<file path="src/rtl/lsr_pkg.sv">
package lsr_pkg;

   typedef enum logic [3:0] {
      ST_IDLE,
      ST_CHECK,
      ST_RD_STAT,
      ST_RD_SET,
      ST_WR_SET,
      ST_HOLD,
      ST_RD_CLR,
      ST_WR_CLR,
      ST_WAIT
   } lsr_state_t;

   localparam int          UP_BIT       = 4;
   localparam int          TRAIN_BIT    = 29;
   localparam int          STATE_W      = 6;
   localparam logic [5:0]  RCVR_LOCK    = 6'h0D;
   localparam logic [15:0] OVR_MASK     = 16'h0028;

endpackage

</file>
<file path="src/rtl/lsr_tick_timer.sv">
module lsr_tick_timer #(
   parameter int W = 8
) (
   input  logic         clk,
   input  logic         rst,
   input  logic         load,
   input  logic [W-1:0] load_val,
   output logic         expired
);

   logic [W-1:0] cnt_q;
   logic         run_q;

   assign expired = run_q && (cnt_q == '0);

   always_ff @(posedge clk) begin
      if (rst) begin
         cnt_q <= '0;
         run_q <= 1'b0;
      end else if (load) begin
         cnt_q <= load_val - W'(1);
         run_q <= 1'b1;
      end else if (run_q) begin
         if (cnt_q == '0) run_q <= 1'b0;
         else             cnt_q <= cnt_q - W'(1);
      end
   end

   a_r6_no_expire_on_load: assert property (@(posedge clk) disable iff (rst)
      load |=> !expired);

endmodule

</file>
<file path="src/rtl/lsr_phy_port.sv">
module lsr_phy_port #(
   parameter int AW = 16,
   parameter int DW = 16
) (
   input  logic          clk,
   input  logic          rst,
   input  logic          go,
   input  logic          go_we,
   input  logic [AW-1:0] go_addr,
   input  logic [DW-1:0] go_wdata,
   input  logic          phy_done,
   output logic          phy_req,
   output logic          phy_we,
   output logic [AW-1:0] phy_addr,
   output logic [DW-1:0] phy_wdata,
   output logic          op_done
);

   assign op_done = phy_req && phy_done;

   always_ff @(posedge clk) begin
      if (rst) begin
         phy_req   <= 1'b0;
         phy_we    <= 1'b0;
         phy_addr  <= '0;
         phy_wdata <= '0;
      end else if (go) begin
         phy_req   <= 1'b1;
         phy_we    <= go_we;
         phy_addr  <= go_addr;
         phy_wdata <= go_wdata;
      end else if (phy_done) begin
         phy_req   <= 1'b0;
      end
   end

   a_r9_hold_until_done: assert property (@(posedge clk) disable iff (rst)
      (phy_req && !phy_done) |=> (phy_req && $stable(phy_addr) && $stable(phy_we)
                                  && $stable(phy_wdata)));

   a_r9_single_outstanding: assert property (@(posedge clk) disable iff (rst)
      go |-> !phy_req);

endmodule

</file>
<file path="src/rtl/link_stall_recovery.sv">
module link_stall_recovery
   import lsr_pkg::*;
#(
   parameter int          TICKS_PER_US = 50,
   parameter int          POLL_US      = 10,
   parameter int          HOLD_US      = 3000,
   parameter int          MAX_POLLS    = 2000,
   parameter int          AW           = 16,
   parameter int          DW           = 16,
   parameter logic [15:0] STAT_ADDR    = 16'h100D,
   parameter logic [15:0] OVR_ADDR     = 16'h1005
) (
   input  logic          clk,
   input  logic          rst,
   input  logic          start,
   input  logic [31:0]   dbg0,
   input  logic [31:0]   dbg1,
   input  logic          phy_done,
   input  logic [DW-1:0] phy_rdata,
   output logic          phy_req,
   output logic          phy_we,
   output logic [AW-1:0] phy_addr,
   output logic [DW-1:0] phy_wdata,
   output logic          link_up,
   output logic          link_err
);

   localparam int POLL_CYC = POLL_US * TICKS_PER_US;
   localparam int HOLD_CYC = HOLD_US * TICKS_PER_US;
   localparam int MAX_CYC  = (POLL_CYC > HOLD_CYC) ? POLL_CYC : HOLD_CYC;
   localparam int TW       = $clog2(MAX_CYC + 1);
   localparam int PCW      = $clog2(MAX_POLLS + 1);

   generate
      if (TICKS_PER_US < 1) begin : g_bad_ticks
         $error("TICKS_PER_US must be at least 1");
      end
      if (POLL_US < 1 || HOLD_US < 1) begin : g_bad_intervals
         $error("POLL_US and HOLD_US must be at least 1");
      end
      if (MAX_POLLS < 1) begin : g_bad_polls
         $error("MAX_POLLS must be at least 1");
      end
      if (AW < 16 || DW < 16) begin : g_bad_widths
         $error("PHY address and data ports must be at least 16 bits");
      end
   endgenerate

   lsr_state_t     state_q, state_n;
   logic           launch_q;
   logic [PCW-1:0] polls_q;
   logic [DW-1:0]  ovr_q;
   logic           op_done;
   logic           tmr_load;
   logic [TW-1:0]  tmr_val;
   logic           tmr_done;
   logic           link_ok;
   logic           stall_seen;
   logic           is_phy_n;
   logic           go_we;
   logic [AW-1:0]  go_addr;
   logic [DW-1:0]  go_wdata;

   wire unused_inputs = ^{dbg0[31:STATE_W], dbg1[31:30], dbg1[28:5], dbg1[3:0]};

   assign link_ok    = dbg1[UP_BIT] && !dbg1[TRAIN_BIT];
   assign stall_seen = !phy_rdata[0] && (dbg0[STATE_W-1:0] == RCVR_LOCK);

   always_comb begin
      state_n = state_q;
      unique case (state_q)
         ST_IDLE:    if (start) state_n = ST_CHECK;
         ST_CHECK:   state_n = link_ok ? ST_IDLE : ST_RD_STAT;
         ST_RD_STAT: if (op_done) state_n = stall_seen ? ST_RD_SET : ST_WAIT;
         ST_RD_SET:  if (op_done) state_n = ST_WR_SET;
         ST_WR_SET:  if (op_done) state_n = ST_HOLD;
         ST_HOLD:    if (tmr_done) state_n = ST_RD_CLR;
         ST_RD_CLR:  if (op_done) state_n = ST_WR_CLR;
         ST_WR_CLR:  if (op_done) state_n = ST_WAIT;
         ST_WAIT:    if (tmr_done)
                        state_n = (polls_q == PCW'(MAX_POLLS - 1)) ? ST_IDLE : ST_CHECK;
         default:    state_n = ST_IDLE;
      endcase
   end

   always_comb begin
      is_phy_n = 1'b0;
      case (state_n)
         ST_RD_STAT, ST_RD_SET, ST_WR_SET, ST_RD_CLR, ST_WR_CLR: is_phy_n = 1'b1;
         default: is_phy_n = 1'b0;
      endcase
   end

   assign tmr_load = (state_n != state_q) && (state_n == ST_HOLD || state_n == ST_WAIT);
   assign tmr_val  = (state_n == ST_HOLD) ? TW'(HOLD_CYC) : TW'(POLL_CYC);

   assign go_we    = (state_q == ST_WR_SET) || (state_q == ST_WR_CLR);
   assign go_addr  = (state_q == ST_RD_STAT) ? AW'(STAT_ADDR) : AW'(OVR_ADDR);
   assign go_wdata = go_we ? ovr_q : '0;

   always_ff @(posedge clk) begin
      if (rst) begin
         state_q  <= ST_IDLE;
         launch_q <= 1'b0;
         polls_q  <= '0;
         ovr_q    <= '0;
         link_up  <= 1'b0;
         link_err <= 1'b0;
      end else begin
         state_q  <= state_n;
         launch_q <= is_phy_n && (state_n != state_q);
         if (state_q == ST_IDLE && start) begin
            link_up  <= 1'b0;
            link_err <= 1'b0;
            polls_q  <= '0;
         end
         if (state_q == ST_CHECK && link_ok) link_up <= 1'b1;
         if (op_done && state_q == ST_RD_SET) ovr_q <= phy_rdata | DW'(OVR_MASK);
         if (op_done && state_q == ST_RD_CLR) ovr_q <= phy_rdata & ~DW'(OVR_MASK);
         if (state_q == ST_WAIT && tmr_done) begin
            polls_q <= polls_q + PCW'(1);
            if (polls_q == PCW'(MAX_POLLS - 1)) link_err <= 1'b1;
         end
      end
   end

   lsr_tick_timer #(.W(TW)) timer_i (
      .clk      (clk),
      .rst      (rst),
      .load     (tmr_load),
      .load_val (tmr_val),
      .expired  (tmr_done)
   );

   lsr_phy_port #(.AW(AW), .DW(DW)) port_i (
      .clk       (clk),
      .rst       (rst),
      .go        (launch_q),
      .go_we     (go_we),
      .go_addr   (go_addr),
      .go_wdata  (go_wdata),
      .phy_done  (phy_done),
      .phy_req   (phy_req),
      .phy_we    (phy_we),
      .phy_addr  (phy_addr),
      .phy_wdata (phy_wdata),
      .op_done   (op_done)
   );

   a_r1_up_needs_status: assert property (@(posedge clk) disable iff (rst)
      $rose(link_up) |-> $past(dbg1[UP_BIT] && !dbg1[TRAIN_BIT]));

   a_r7_flags_exclusive: assert property (@(posedge clk) disable iff (rst)
      !(link_up && link_err));

   a_r8_up_sticky: assert property (@(posedge clk) disable iff (rst)
      (link_up && !start) |=> link_up);

   a_r8_err_sticky: assert property (@(posedge clk) disable iff (rst)
      (link_err && !start) |=> link_err);

   a_r4_writes_target_override: assert property (@(posedge clk) disable iff (rst)
      (phy_req && phy_we) |-> (phy_addr == AW'(OVR_ADDR)));

   a_r10_idle_after_reset: assert property (@(posedge clk)
      $past(rst) |-> (!phy_req && !link_up && !link_err));

endmodule

</file>
<file path="config.mk">
export PLATFORM = sky130hd
export DESIGN_NAME = link_stall_recovery
export DESIGN_NICKNAME = d
export VERILOG_FILES = /design/src/rtl/lsr_pkg.sv /design/src/rtl/lsr_tick_timer.sv /design/src/rtl/lsr_phy_port.sv /design/src/rtl/link_stall_recovery.sv
export SDC_FILE = /design/constraint.sdc
export NUM_CORES = 1
export LEC_CHECK = 0
export BUFFER_PORTS_ARGS = -buffer_cell sky130_fd_sc_hd__buf_2
export CORE_MARGIN = 2
export CORE_UTILIZATION = 50
export CTS_BUF_LIST = sky130_fd_sc_hd__clkbuf_8 sky130_fd_sc_hd__clkbuf_16
export DETAILED_ROUTE_END_ITERATION = 8
export PLACE_DENSITY = 0.8
export SLEW_MARGIN = 5
export SYNTH_ARGS = -nofsm -noshare
export SYNTH_HDL_FRONTEND = slang
export SYNTH_SLANG_ARGS = --single-unit
</file>
<file path="constraint.sdc">
create_clock -name clk -period 3.9 [get_ports clk]
set_input_delay 0.78 -clock clk [delete_from_list [all_inputs] [get_ports clk]]
set_output_delay 0.78 -clock clk [all_outputs]
set_load 0.02 [all_outputs]
</file>
==> impl_results.md, run 1 <==
- Outcome: completed
- Post-synth top area share: 41.2%
- H-tree depth reported by CTS: 3
- Number of global-route vias before repair: 2803
- Top cell type by total area after synthesis: sky130_fd_sc_hd__dfxtp_1
- Clock transition at the registers of the reported paths: 0.08 ns
- Number of flops mapped to enable cells by yosys: 0
- Critical Path Fanout Max: 14
- Async set or reset register ratio after synthesis: 0%
- Total buffers and inverters traversed by the critical path: 0
- Vertical extent of the die: 87.1 um
- I/O pin count: 120
- ANT nets after route: 0
- Met1 routed wirelength after detailed routing: 3200 um
- Setup TNS: 0 ns
- Post-synth cell types: 63
- Uppermost layer routed: met4
- Reg-to-reg setup timing slack: 0.74 ns
- Initial core utilization: 51.1%
- GRT Resource Usage Total: 20.2%
- Minimum period implied by the final worst setup slack: 3.16 ns
- Clock tree buffer depth: 2
- Area contributors post-synth: sky130_fd_sc_hd__dfxtp_1, sky130_fd_sc_hd__nor2_1, sky130_fd_sc_hd__mux2i_1, sky130_fd_sc_hd__a22oi_1, sky130_fd_sc_hd__buf_4
- Largest vdd supply drop: 252 uV
- Hold Vio Cnt, Final: 0
- DR vias/cell: 5.59
- Most frequent standard cell in the layout excluding fill and tap cells: sky130_fd_sc_hd__nor2_1
- Top delay family on crit path: compound AO/OA/AOI/OAI gates
- Final cycle utilization of the critical path: 81.0%
- Number of placement rows: 30
- Routed WL: 7220 um
- Number of max-cap violations: 0
- First-pass iteration count of the detailed router: 4
- Synth Warn #: 0
- Required @ worst endpoint: 4.12 ns
- Cell seen most often among critical-path stages: sky130_fd_sc_hd__nand2_1
- Proportion of synthesized chip area in sequential cells: 41.2%
- Area of the mapped netlist: 3450 um2
- Kind of critical path: reg2reg
- Worst slew margin relative to its limit: 64.2%
- Number of DRC markers after the initial detailed-route iteration: 99
- Total die area: 7590 um2
- Clock latency at the later pin of the worst-skew pair: 0.36 ns
- Worst path setup slack after routing: 0.742 ns
- Total setup violations reported at the end of the flow: 0
- Pin count of the biggest net entering global routing: 45
- CTS tree: built
- Dominant register cell in the synthesized netlist: sky130_fd_sc_hd__dfxtp_1
- Root buffer cell: sky130_fd_sc_hd__clkbuf_8
- Area of the core: 6760 um2
- Type of the tightest min-delay check: reg2reg
- Avg Inst Size Synth: 8.68 um2
- Fraction of final layout cells with drive strength greater than 1: 21.2%
- Residual DRC: 0
- Layout area overhead: 12.0%
- Routed met3 length: 428 um
- Antenna violations before repair: 0
- Dpl ws: 0.424 ns
- Sequential standard cell area: 1420 um2
- Total via count in the routed design: 2922
- Least-Margin Pin Slew: 0.534 ns
- Most used cells in the layout excluding fill and tap cells: sky130_fd_sc_hd__nor2_1, sky130_fd_sc_hd__dfxtp_1, sky130_fd_sc_hd__buf_2
- Number of CTS-inserted buffers: 9
- Routed length on met2: 3520 um
- Maximum clock skew at final layout: 0.0101 ns
- Chain of cells forming the critical path: nor4b_4 -> o31ai_4 -> a21oi_2 -> nor2_1 -> nand2_1 -> ha_1 -> o2111ai_1 -> a211oi_1 -> nand2_1 -> xor2_1 -> a21oi_1
- Critical path arrival: 3.38 ns
- FF+latch count, synth: 71
- Multi-input gate area in the final layout: 1830 um2
- Clock sink count: 71
- Final nets: 524
- Pwr Density: 374 nW/um2
- Number of gates resized after cts: 0
- Number of hold buffers added after cts: 0
- Width of the die: 87.1 um
- Number of buffer cells added on primary ports: 49
- Final estimated routing congestion in global placement: 0.888
- Diodes inserted: 0
- Cells after synthesis: 398
- Wire length of the first global-routing pass: 12300 um
- Post-CTS Repair Setup Buffers: 0
- Leakage power: 1.51 nW
- Drt wl/cell: 13.8 um
- Library cell contributing the largest single delay on the critical path: sky130_fd_sc_hd__a211oi_1
- Critical Path Sink Type: register
- Total overflow reported by the global router: 0
- Number of pins exceeding their max-slew limit in the final report: 0
- Fillers: 605
- HPWL after detailed placement: 5020 um
- Startpoint class of the critical path: register
- RSZ-0062 raised after global routing: false
- Highest cell delay on the worst timing path: 0.52 ns
- Peak Freq: 317 MHz
where the power goes:
group	total, mW	internal (mW)	switching [mW]
registers	0.734	0.728	0.00593
clock network	0.623	0.323	0.300
logic	0.0902	0.0305	0.0596
total	1.45	1.08	0.365
path summary, 6_finish.rpt:
check | start | endpoint | depth (start not counted)
max | state_q[0] | timer_i.cnt_q[6] | 11
min | link_err | link_err | 2
max reg2reg | state_q[0] | timer_i.cnt_q[6] | 11
min reg2reg | link_err | link_err | 2
sequential cells by signal, indices dropped and copies added, names as in the netlist:
register / flops
link_err: 1
polls_q: 11
port_i.phy_req: 1
port_i.phy_addr: 2
ovr_q: 15
timer_i.run_q: 1
link_up: 1
port_i.phy_wdata: 15
state_q: 4
port_i.phy_we: 1
launch_q: 1
timer_i.cnt_q: 18
worst register-to-register path, stage by stage (launching register included):
cell and delay, ns:
sky130_fd_sc_hd__dfxtp_1 0.46, sky130_fd_sc_hd__nor4b_4 0.40, sky130_fd_sc_hd__o31ai_4 0.14, sky130_fd_sc_hd__a21oi_2 0.40, sky130_fd_sc_hd__nor2_1 0.17, sky130_fd_sc_hd__nand2_1 0.11, sky130_fd_sc_hd__ha_1 0.27, sky130_fd_sc_hd__o2111ai_1 0.17
sky130_fd_sc_hd__a211oi_1 0.52, sky130_fd_sc_hd__nand2_1 0.13, sky130_fd_sc_hd__xor2_1 0.17, sky130_fd_sc_hd__a21oi_1 0.08
layer usage:
| metal | vias up | global-route usage [%] |
|---|---|---|
| met5 | - | 0 |
| met1 | 1380 | 24.1 |
| met2 | 68 | 33.7 |
| met4 | 0 | 6.29 |
| li1 | 1465 | - |
| met3 | 9 | 7.39 |
cell type report:
cell class | count | share of cell area, %
clock buffer | 10 | 3.56
tap | 80 | 2.59
sequential | 71 | 36.8
clock inverter | 6 | 1.91
multi-input combinational | 297 | 47.3
inverter | 4 | 0.388
timing repair buffer | 55 | 7.51
Yosys cell counts (all sizes together), types with 3 or more instances:
master	instances
or4b	3
or4	5
xnor2	8
nand4	3
and3	4
clkbuf	12
mux2i	17
buf	25
a21oi	24
nand3	14
nand2	16
nand2b	3
nor2	81
nor2b	6
xor2	7
inv	3
or3	4
a22oi	16
and2	5
nand3b	3
nor3	20
dfxtp	71
o21ai	11
a211oi	5
nor4	4
per-stage QoR:
step                cell area, um2  util, %  cells  total power, mW  hold WS (ns)
detailed placement            3660     54.1    507            0.841         0.478
CTS                           3870     57.2    523             1.47         0.492
finish                        3870     57.2    523             1.45         0.485
floorplan                     3490        -    409            0.825         0.460
global placement              3660     54.1    507            0.839         0.468
global route                  3870     57.2    523             1.50         0.513
cell families after synthesis:
family / Yosys count / share of synthesized area [%]
buffers and inverters: 41 / 7.07
flip-flops: 71 / 41.2
other: 1 / 0.109
multiplexers: 19 / 5.58
AND/OR/NAND/NOR: 179 / 27.6
adder cells (fa/ha/maj): 2 / 0.725
XOR/XNOR: 15 / 3.80
AO/OA/AOI/OAI: 70 / 14.0
(Power assumes the default switching activity.)
==> run 2: changes to the inputs <==
--- a/config.mk
+++ b/config.mk
@@ -7,10 +7,10 @@
 export LEC_CHECK = 0
 export BUFFER_PORTS_ARGS = -buffer_cell sky130_fd_sc_hd__buf_2
 export CORE_MARGIN = 2
-export CORE_UTILIZATION = 50
+export CORE_UTILIZATION = 45
 export CTS_BUF_LIST = sky130_fd_sc_hd__clkbuf_8 sky130_fd_sc_hd__clkbuf_16
 export DETAILED_ROUTE_END_ITERATION = 8
-export PLACE_DENSITY = 0.8
+export PLACE_DENSITY = 0.76
 export SLEW_MARGIN = 5
 export SYNTH_ARGS = -nofsm -noshare
 export SYNTH_HDL_FRONTEND = slang
==> constraint.sdc (replaced) <==
create_clock -name clk -period 2.9 [get_ports clk]
set_input_delay 0.58 -clock clk [delete_from_list [all_inputs] [get_ports clk]]
set_output_delay 0.58 -clock clk [all_outputs]
set_load 0.02 [all_outputs]
==> impl_results.md, run 2 (synthesis results as in run 1) <==
- Wire length of the first global-routing pass: 13200 um
- Most used cells in the layout excluding fill and tap cells: sky130_fd_sc_hd__nor2_1, sky130_fd_sc_hd__dfxtp_1, sky130_fd_sc_hd__buf_2
- Antenna violations before repair: 0
- Fraction of final layout cells with drive strength greater than 1: 23.9%
- Number of hold buffers added after cts: 0
- Residual DRC: 0
- Number of CTS-inserted buffers: 9
- Clock sink count: 71
- Fraction of power spent switching nets: 26.3%
- Kind of critical path: in2reg
- Util after Layout: 54.1%
- Layout area overhead: 14.8%
- Total via count in the routed design: 2985
- Combinational share of power: 7.3%
- Outcome: completed
- Max reg flops: 18
- ANT nets after route: 0
- Critical Path Fanout Max: 6
- Width of the die: 91.6 um
- I/O pin count: 120
- Least-Margin Pin Slew: 0.668 ns
- Hold Vio Cnt, Final: 0
- Fillers: 690
- Pin count of the biggest net entering global routing: 36
- Worst path setup slack after routing: 0.239 ns
- Reg with most FFs: timer_i.cnt_q
- Type of the tightest min-delay check: in2reg
- Critical Path Sink Type: register
- Routed WL: 7580 um
- Number of max-cap violations: 0
- Post-CTS Repair Setup Buffers: 0
- Critical path arrival: 2.86 ns
- Cell-internal power: 1.34 mW
- Worst slew margin relative to its limit: 55.4%
- Clock latency at the later pin of the worst-skew pair: 0.35 ns
- Leakage power: 1.56 nW
- Final nets: 538
- RSZ-0062 raised after global routing: false
- Top flop regs: timer_i.cnt_q (18), ovr_q (15), port_i.phy_wdata (15)
- Pwr Density: 457 nW/um2
- Final estimated routing congestion in global placement: 0.886
- Number of buffer cells added on primary ports: 49
- Most frequent standard cell in the layout excluding fill and tap cells: sky130_fd_sc_hd__nor2_1
- Maximum clock skew at final layout: 0.0140 ns
- Peak Freq: 376 MHz
- Root buffer cell: sky130_fd_sc_hd__clkbuf_8
- Number of global-route vias before repair: 2855
- Clock network fraction of design power: 38.4%
- Clock transition at the registers of the reported paths: 0.08 ns
- HPWL after detailed placement: 5320 um
- GRT Resource Usage Total: 19.3%
- Initial core utilization: 47.1%
- Dpl ws: -0.132 ns
- Diodes inserted: 0
- First-pass iteration count of the detailed router: 4
- Net Sw Power: 0.476 mW
- Clock tree buffer depth: 2
- Minimum period implied by the final worst setup slack: 2.66 ns
- Required @ worst endpoint: 3.10 ns
- Final cycle utilization of the critical path: 91.7%
- Largest vdd supply drop: 315 uV
- DR vias/cell: 5.37
- Number of placement rows: 31
- Startpoint class of the critical path: input pin
- Total die area: 8390 um2
- Tot Pwr: 1.81 mW
- Number of DRC markers after the initial detailed-route iteration: 196
- Total setup violations reported at the end of the flow: 0
- H-tree depth reported by CTS: 3
- Total overflow reported by the global router: 0
- Area of the core: 7330 um2
- Drt wl/cell: 13.6 um
- Number of pins exceeding their max-slew limit in the final report: 0
- CTS tree: built
- Flop pwr share: 54.4%
- Vertical extent of the die: 91.6 um
## run 2: cell count changes in the layout (fill, tap and decap cells not counted)
cell                         delta
sky130_fd_sc_hd__a211oi_2       +1
sky130_fd_sc_hd__nor2b_2        +1
sky130_fd_sc_hd__clkbuf_8       -1
sky130_fd_sc_hd__inv_1          +1
sky130_fd_sc_hd__inv_6          -3
sky130_fd_sc_hd__clkinvlp_4     +3
sky130_fd_sc_hd__buf_4         +14
sky130_fd_sc_hd__a211oi_1       -1
sky130_fd_sc_hd__clkinv_2       +1
sky130_fd_sc_hd__nor2b_1        -1
sky130_fd_sc_hd__bufinv_16      -1
## run 2: stage by stage
stage	instance area (um2)	TNS (ns)	hold slack, ns	instances
6_report	3970	0	0.460	556
5_1_grt	3970	0	0.442	556
4_1_cts	3960	0	0.448	556
3_5_place_dp	3780	-0.226	0.480	540
3_3_place_gp	3780	-0.109	0.466	540
2_1_floorplan	3490	0	0.460	409
## run 2: per-layer routing
metal,GRT usage [%],wire length (um)
met5,0,0
met3,7.47,441
met4,6.06,93
met1,23.4,3370
met2,31.4,3670
## run 2: final cells by class
type	instances	area (um2)	area share, %
multi-input cells	297	1840	46.3
well taps	99	124	3.12
repair buffers	69	395	9.97
inverters	4	15.0	0.379
clock inverters	7	48.8	1.23
flip-flops and latches	71	1420	35.8
clock buffers	9	124	3.12
## run 2: path summary, 6_finish.rpt
kind | startpoint | to | slack [ns] | cells after the start
worst min register to register | ovr_q[4] | port_i.phy_wdata[4] | 0.50 | 2
worst max-delay path | dbg0[1] | timer_i.cnt_q[6] | 0.24 | 12
worst max register to register | state_q[2] | timer_i.cnt_q[6] | 0.32 | 11
worst min-delay path | phy_rdata[1] | ovr_q[1] | 0.46 | 3
## run 2: timing repair
item | in CTS | in global routing
gates resized for setup | 0 | 2
endpoints found under the setup margin | 0 | 2
hold endpoints to repair | 0 | 0
## run 2: critical path, cell delays in order
cell,delay (ns)
sky130_fd_sc_hd__buf_2,0.10
sky130_fd_sc_hd__or4_4,0.56
sky130_fd_sc_hd__o31ai_4,0.22
sky130_fd_sc_hd__a21oi_2,0.09
sky130_fd_sc_hd__nor2_1,0.28
sky130_fd_sc_hd__nand2_1,0.10
sky130_fd_sc_hd__ha_1,0.29
sky130_fd_sc_hd__o2111ai_1,0.16
sky130_fd_sc_hd__a211oi_2,0.15
sky130_fd_sc_hd__nand2_1,0.10
sky130_fd_sc_hd__xor2_1,0.15
sky130_fd_sc_hd__a21oi_1,0.08
## run 2: power groups by stage
stage               clock (mW)  sequential, mW  combinational [mW]
floorplan                    0            1.01              0.0999
global placement             0            1.01               0.128
detailed placement           0            1.01               0.131
CTS                      0.717           0.985               0.131
global route             0.759           0.986               0.146
finish                   0.695           0.985               0.132
